[src/rtl/word_run_mover.sv]
module word_run_mover #(
  parameter int REGS   = 32,
  parameter int DATA_W = 32,
  parameter int ADDR_W = 32,
  localparam int IDX_W = $clog2(REGS),
  localparam int BYTES = DATA_W / 8,
  localparam int OFS_W = $clog2(BYTES)
) (
  input  logic              clk,
  input  logic              rst_n,
  input  logic              start,
  input  logic              start_load,
  input  logic [IDX_W-1:0]  start_reg,
  input  logic [ADDR_W-1:0] start_addr,
  input  logic              start_le,
  output logic              busy,
  output logic              done,
  output logic              align_err,
  output logic              mem_valid,
  input  logic              mem_ready,
  output logic              mem_we,
  output logic [ADDR_W-1:0] mem_addr,
  output logic [DATA_W-1:0] mem_wdata,
  input  logic              mem_rvalid,
  input  logic [DATA_W-1:0] mem_rdata,
  output logic [IDX_W-1:0]  rf_raddr,
  input  logic [DATA_W-1:0] rf_rdata,
  output logic              rf_we,
  output logic [IDX_W-1:0]  rf_waddr,
  output logic [DATA_W-1:0] rf_wdata
);
  typedef enum logic [1:0] {S_IDLE, S_REQ, S_RESP} st_t;

  st_t              st;
  logic [IDX_W-1:0]  idx;
  logic [ADDR_W-1:0] addr;
  logic              is_load, le, done_q, err_q;
  logic [DATA_W-1:0] wr_rev, rd_rev;

  for (genvar b = 0; b < BYTES; b++) begin : g_rev
    assign wr_rev[8*b +: 8] = rf_rdata[8*(BYTES-1-b) +: 8];
    assign rd_rev[8*b +: 8] = mem_rdata[8*(BYTES-1-b) +: 8];
  end

  wire misaligned = start_addr[OFS_W-1:0] != '0;
  wire last       = idx == IDX_W'(REGS - 1);
  wire finish     = (st == S_REQ && mem_ready && !is_load) ||
                    (st == S_RESP && mem_rvalid);

  always_ff @(posedge clk) begin
    if (!rst_n) begin
      st      <= S_IDLE;
      idx     <= '0;
      addr    <= '0;
      is_load <= 1'b0;
      le      <= 1'b0;
      done_q  <= 1'b0;
      err_q   <= 1'b0;
    end else begin
      done_q <= 1'b0;
      err_q  <= 1'b0;
      case (st)
        S_IDLE:
          if (start) begin
            if (misaligned) err_q <= 1'b1;
            else begin
              st      <= S_REQ;
              idx     <= start_reg;
              addr    <= start_addr;
              is_load <= start_load;
              le      <= start_le;
            end
          end
        S_REQ:
          if (mem_ready && is_load) st <= S_RESP;
        default: ;
      endcase
      if (finish) begin
        if (last) begin
          st     <= S_IDLE;
          done_q <= 1'b1;
        end else begin
          st   <= S_REQ;
          idx  <= idx + 1'b1;
          addr <= addr + ADDR_W'(BYTES);
        end
      end
    end
  end

  assign busy      = st != S_IDLE;
  assign done      = done_q;
  assign align_err = err_q;
  assign mem_valid = st == S_REQ;
  assign mem_we    = !is_load;
  assign mem_addr  = addr;
  assign mem_wdata = le ? wr_rev : rf_rdata;
  assign rf_raddr  = idx;
  assign rf_we     = st == S_RESP && mem_rvalid;
  assign rf_waddr  = idx;
  assign rf_wdata  = le ? rd_rev : mem_rdata;
endmodule

[config.mk]
export PLATFORM = sky130hd
export DESIGN_NAME = word_run_mover
export DESIGN_NICKNAME = d
export VERILOG_FILES = /design/src/rtl/word_run_mover.sv
export SDC_FILE = /design/constraint.sdc
export NUM_CORES = 1
export LEC_CHECK = 0
export CAP_MARGIN = 20
export CELL_PAD_IN_SITES_DETAIL_PLACEMENT = 0
export CELL_PAD_IN_SITES_GLOBAL_PLACEMENT = 1
export CORE_UTILIZATION = 22
export CTS_CLUSTER_SIZE = 12
export DETAILED_ROUTE_END_ITERATION = 16
export PLACE_DENSITY_LB_ADDON = 0.08
export SLEW_MARGIN = 25
export SYNTH_ARGS = -nofsm -noshare
export SYNTH_HDL_FRONTEND = slang
export SYNTH_SLANG_ARGS = --single-unit
export TNS_END_PERCENT = 10
[constraint.sdc]
create_clock -name clk -period 1.9 [get_ports clk]
set_input_delay 0.38 -clock clk [delete_from_list [all_inputs] [get_ports clk]]
set_output_delay 0.38 -clock clk [all_outputs]
set_load 0.01 [all_outputs]
==> summary.md, run 1 <==
| Metric | Value |
|---|---|
| IO Count | 220 |
| Routed via count | 3,887 |
| Initial antenna violation count | 0 |
| Async set-reset flop share out of synthesis | 0 |
| Congestion Overflow GR | 0 |
| CTS root buf | clkbuf_16 |
| CTS Buffer Depth | 2 |
| Share of layout cells above drive strength 1 | 0.3176 |
| Initial Util | 0.2253 |
| Fin cells | 816 |
| Post-route minimum period | 1987 ps |
| Vias in the first global route | 3,704 |
| Most common cell in the synthesized netlist | mux2_2 |
| Pwr Density | 435.3 nW/um2 |
| DP Cell Count | 801 |
| Post-synthesis mux area share | 0.2305 |
| Power Internal | 1.957 mW |
| Syn Std Cell Area | 3127 um2 |
| Skew final | 6.846 ps |
| Ant diodes | 0 |
| Largest net degree at the start of global routing | 23 |
| Max Clk Rate | 503.2 MHz |
| Overall Power | 2.692 mW |
| Final ANT Viol Nets | 0 |
| Area Growth Syn to Fin | 97.80% |
| Status | finished with violations |
| Port bufs | 219 |
| H-tree depth | 2 |
| Syn. warnings | 0 |
| Syn Inst Count | 371 |
| Tightest Pin Transition | 340.7 ps |
| Synth Area per Inst | 8.428 um2 |
| Worst hold slack | 482.5 ps |
| Count of final setup violators | 10 |
| Sequential element share of the synthesized area | 0.2753 |
| Cts hold-fix bufs | 0 |
| Netlist cell types | 54 |
| Top cell type's share of synthesized area | 0.2753 |
| RSZ-0062 raised after global routing | true |
| Syn Nets | 482 |
| Layout net count | 746 |
| Relative slew slack | 0.7711 |
| Largest vdd supply drop | 0.2912 mV |
| Clock Sinks | 43 |
| Violated checks | setup timing |
| Clock network power share | 0.318 |
| Sw Ratio | 0.2733 |
| Post-place instance area | 5911 um2 |
| #FFs+latches synth | 43 |
| Final Worst Setup Slack | -87.45 ps |
| Max Cap Viol | 0 |
| Post-layout util | 0.4456 |
| WP data required | 1520 ps |
| Post-synthesis adder-cell area fraction | 0.01200 |
| Dpl ws | -480.3 ps |
| WL per Instance | 17.01 um |
| Startpoint types | register |
| DR iter-0 viols | 228 |
| Chip width | 121.2 um |
| # DRC | 0 |
| Ranking of synthesized cells by area | dfxtp_1 28%, mux2_2 23%, nand2_1 4.4% |
| Core box area | 13,880 um2 |
| Final Hold Fails | 0 |
| Worst-path fanout max | 9 |
| Clock latency on the worst-skew pair | 280 ps |
| Setup_tns | -709.2 ps |
| Total Wirelength | 13,880 um |
| Chip height | 121.2 um |
| Row cnt | 43 |
| HP Class | register to register |
| WP data arrival | 1610 ps |
| Synth area leader | dfxtp_1 |
| CTS clk-pin slew, worst paths | 60 ps |
| Drt pass-1 iters | 4 |
| Post-synthesis xor/xnor area fraction | 0.008403 |
| Combinational fraction of design power | 0.323 |
| WS Path Type | register to primary output |
| Seq pwr share | 0.359 |
| Fin crit share | 1.046 |
| Design area | 6185 um2 |
| Total GRT Usage | 0.1828 |
| Vias/cell | 4.763 |
| DPL Wire Length | 10,450 um |
| Die Footprint | 14,690 um2 |
| Simple-Gate Fraction of Synth Area | 0.2257 |
| Max Slew Vio Count | 0 |
| Largest family of logic cells by synthesized area | multiplexers |
| Synth Flop Type | dfxtp_1 |
| CTS tree | built |
| Placer Congestion | 0.7609 |
| Synth top cells by count | 64 x mux2_2, 43 x dfxtp_1, 37 x nand2_1 |
| Num CTS Buffers | 5 |
| Lkg Pwr | 2.526 nW |
| First-pass GRT wire length | 20,780 um |
| Compound-gate portion of the synthesized area | 0.1897 |
| CP Capture Type | primary output |
| Number of flops mapped to enable cells by yosys | 0 |
| P_sw | 0.7357 mW |
kinds of logic (layout without fill, tap and decap cells):
logic type / after synthesis / count (layout)
AO/OA/AOI/OAI: 92 / 92
adder cells (fa/ha/maj): 3 / 3
multiplexers: 64 / 64
XOR/XNOR: 3 / 3
AND/OR/NAND/NOR: 126 / 127
buffers and inverters: 40 / 304
flip-flops: 43 / 43
metal layers:
metal	GRT usage	part of all wire	vias up	routed length, um
met5	0	0	-	0
met2	0.3232	0.50	148	6941
met4	0.03395	0.0063	0	87
met1	0.2276	0.43	1812	5908
met3	0.03900	0.068	6	942
li1	-	-	1921	-
worst max-delay path, stage by stage, from the launching register on:
cell and delay (ps):
dfxtp_4 410, bufbuf_16 290, mux2_2 340, dlygate4sd2_1 290
placed cells by master (no fill, tap or decap), types with 3 or more instances in the layout:
master	instances
a21oi_1	24
a2bb2oi_1	3
a311oi_1	3
a31oi_1	16
a32oi_1	4
and3_1	8
buf_12	6
buf_2	19
buf_4	53
buf_6	3
clkbuf_16	5
clkbuf_2	11
clkdlybuf4s15_1	3
clkdlybuf4s50_1	150
dfxtp_1	40
dlygate4sd2_1	19
dlymetal6s2s_1	17
inv_1	8
inv_2	3
mux2_2	63
nand2_1	37
nand3_1	12
nand4_1	8
nor2_1	21
nor2_4	3
nor3_1	6
o211ai_1	7
o21ai_0	14
o22ai_1	3
o311ai_0	3
or3_1	4
xor2_1	3
final cells by class:
class,count,area (um2)
fill,1405,7696
timing repair buffer,285,2720
multi-input combinational,289,2190
sequential,43,867.1
tap,180,225.2
clock buffer,6,128.9
inverter,11,41.29
clock inverter,2,12.51
power by group through the flow:
stage / clock network, mW / logic, mW / registers [mW]
floorplan: 0 / 0.287 / 1.00
global placement: 0 / 0.892 / 0.984
detailed placement: 0 / 0.901 / 0.984
CTS: 0.888 / 0.883 / 0.965
global route: 0.926 / 0.935 / 0.971
finish: 0.856 / 0.870 / 0.966
path summary, 6_finish.rpt:
check | start | slack, ps | cells past startpoint | to
setup / recovery | le | -90 | 3 | rf_wdata[29]
hold reg to reg | mem_addr[0] | 480 | 1 | mem_addr[0]
setup reg to reg | rf_raddr[0] | -10 | 8 | mem_addr[24]
hold / removal | mem_addr[0] | 480 | 1 | mem_addr[0]
flip-flops by register name (all words and copies together), names as in the netlist:
register	count
mem_addr	32
rf_raddr	5
align_err	1
is_load	1
done	1
le	1
st	2
timing repair:
action | CTS | global route
resized for setup | 126 | 57
setup buffers | 2 | 1
pin swaps | 7 | 3
endpoints found under the setup margin | 105 | 64
hold endpoints to repair | 0 | 0
gates cloned | 4 | 0
Note: power is estimated with default switching activity, not from simulation.
==> run 2: changes to the inputs <==
--- a/config.mk
+++ b/config.mk
@@ -9,8 +9,8 @@
 export CELL_PAD_IN_SITES_DETAIL_PLACEMENT = 0
 export CELL_PAD_IN_SITES_GLOBAL_PLACEMENT = 1
 export CORE_UTILIZATION = 22
-export CTS_CLUSTER_SIZE = 12
 export DETAILED_ROUTE_END_ITERATION = 16
+export GPL_ROUTABILITY_DRIVEN = 0
 export PLACE_DENSITY_LB_ADDON = 0.08
 export SLEW_MARGIN = 25
 export SYNTH_ARGS = -nofsm -noshare
==> results of run 2 <==
Same layout as run 1: the final DEF is identical, and so are final timing and power.
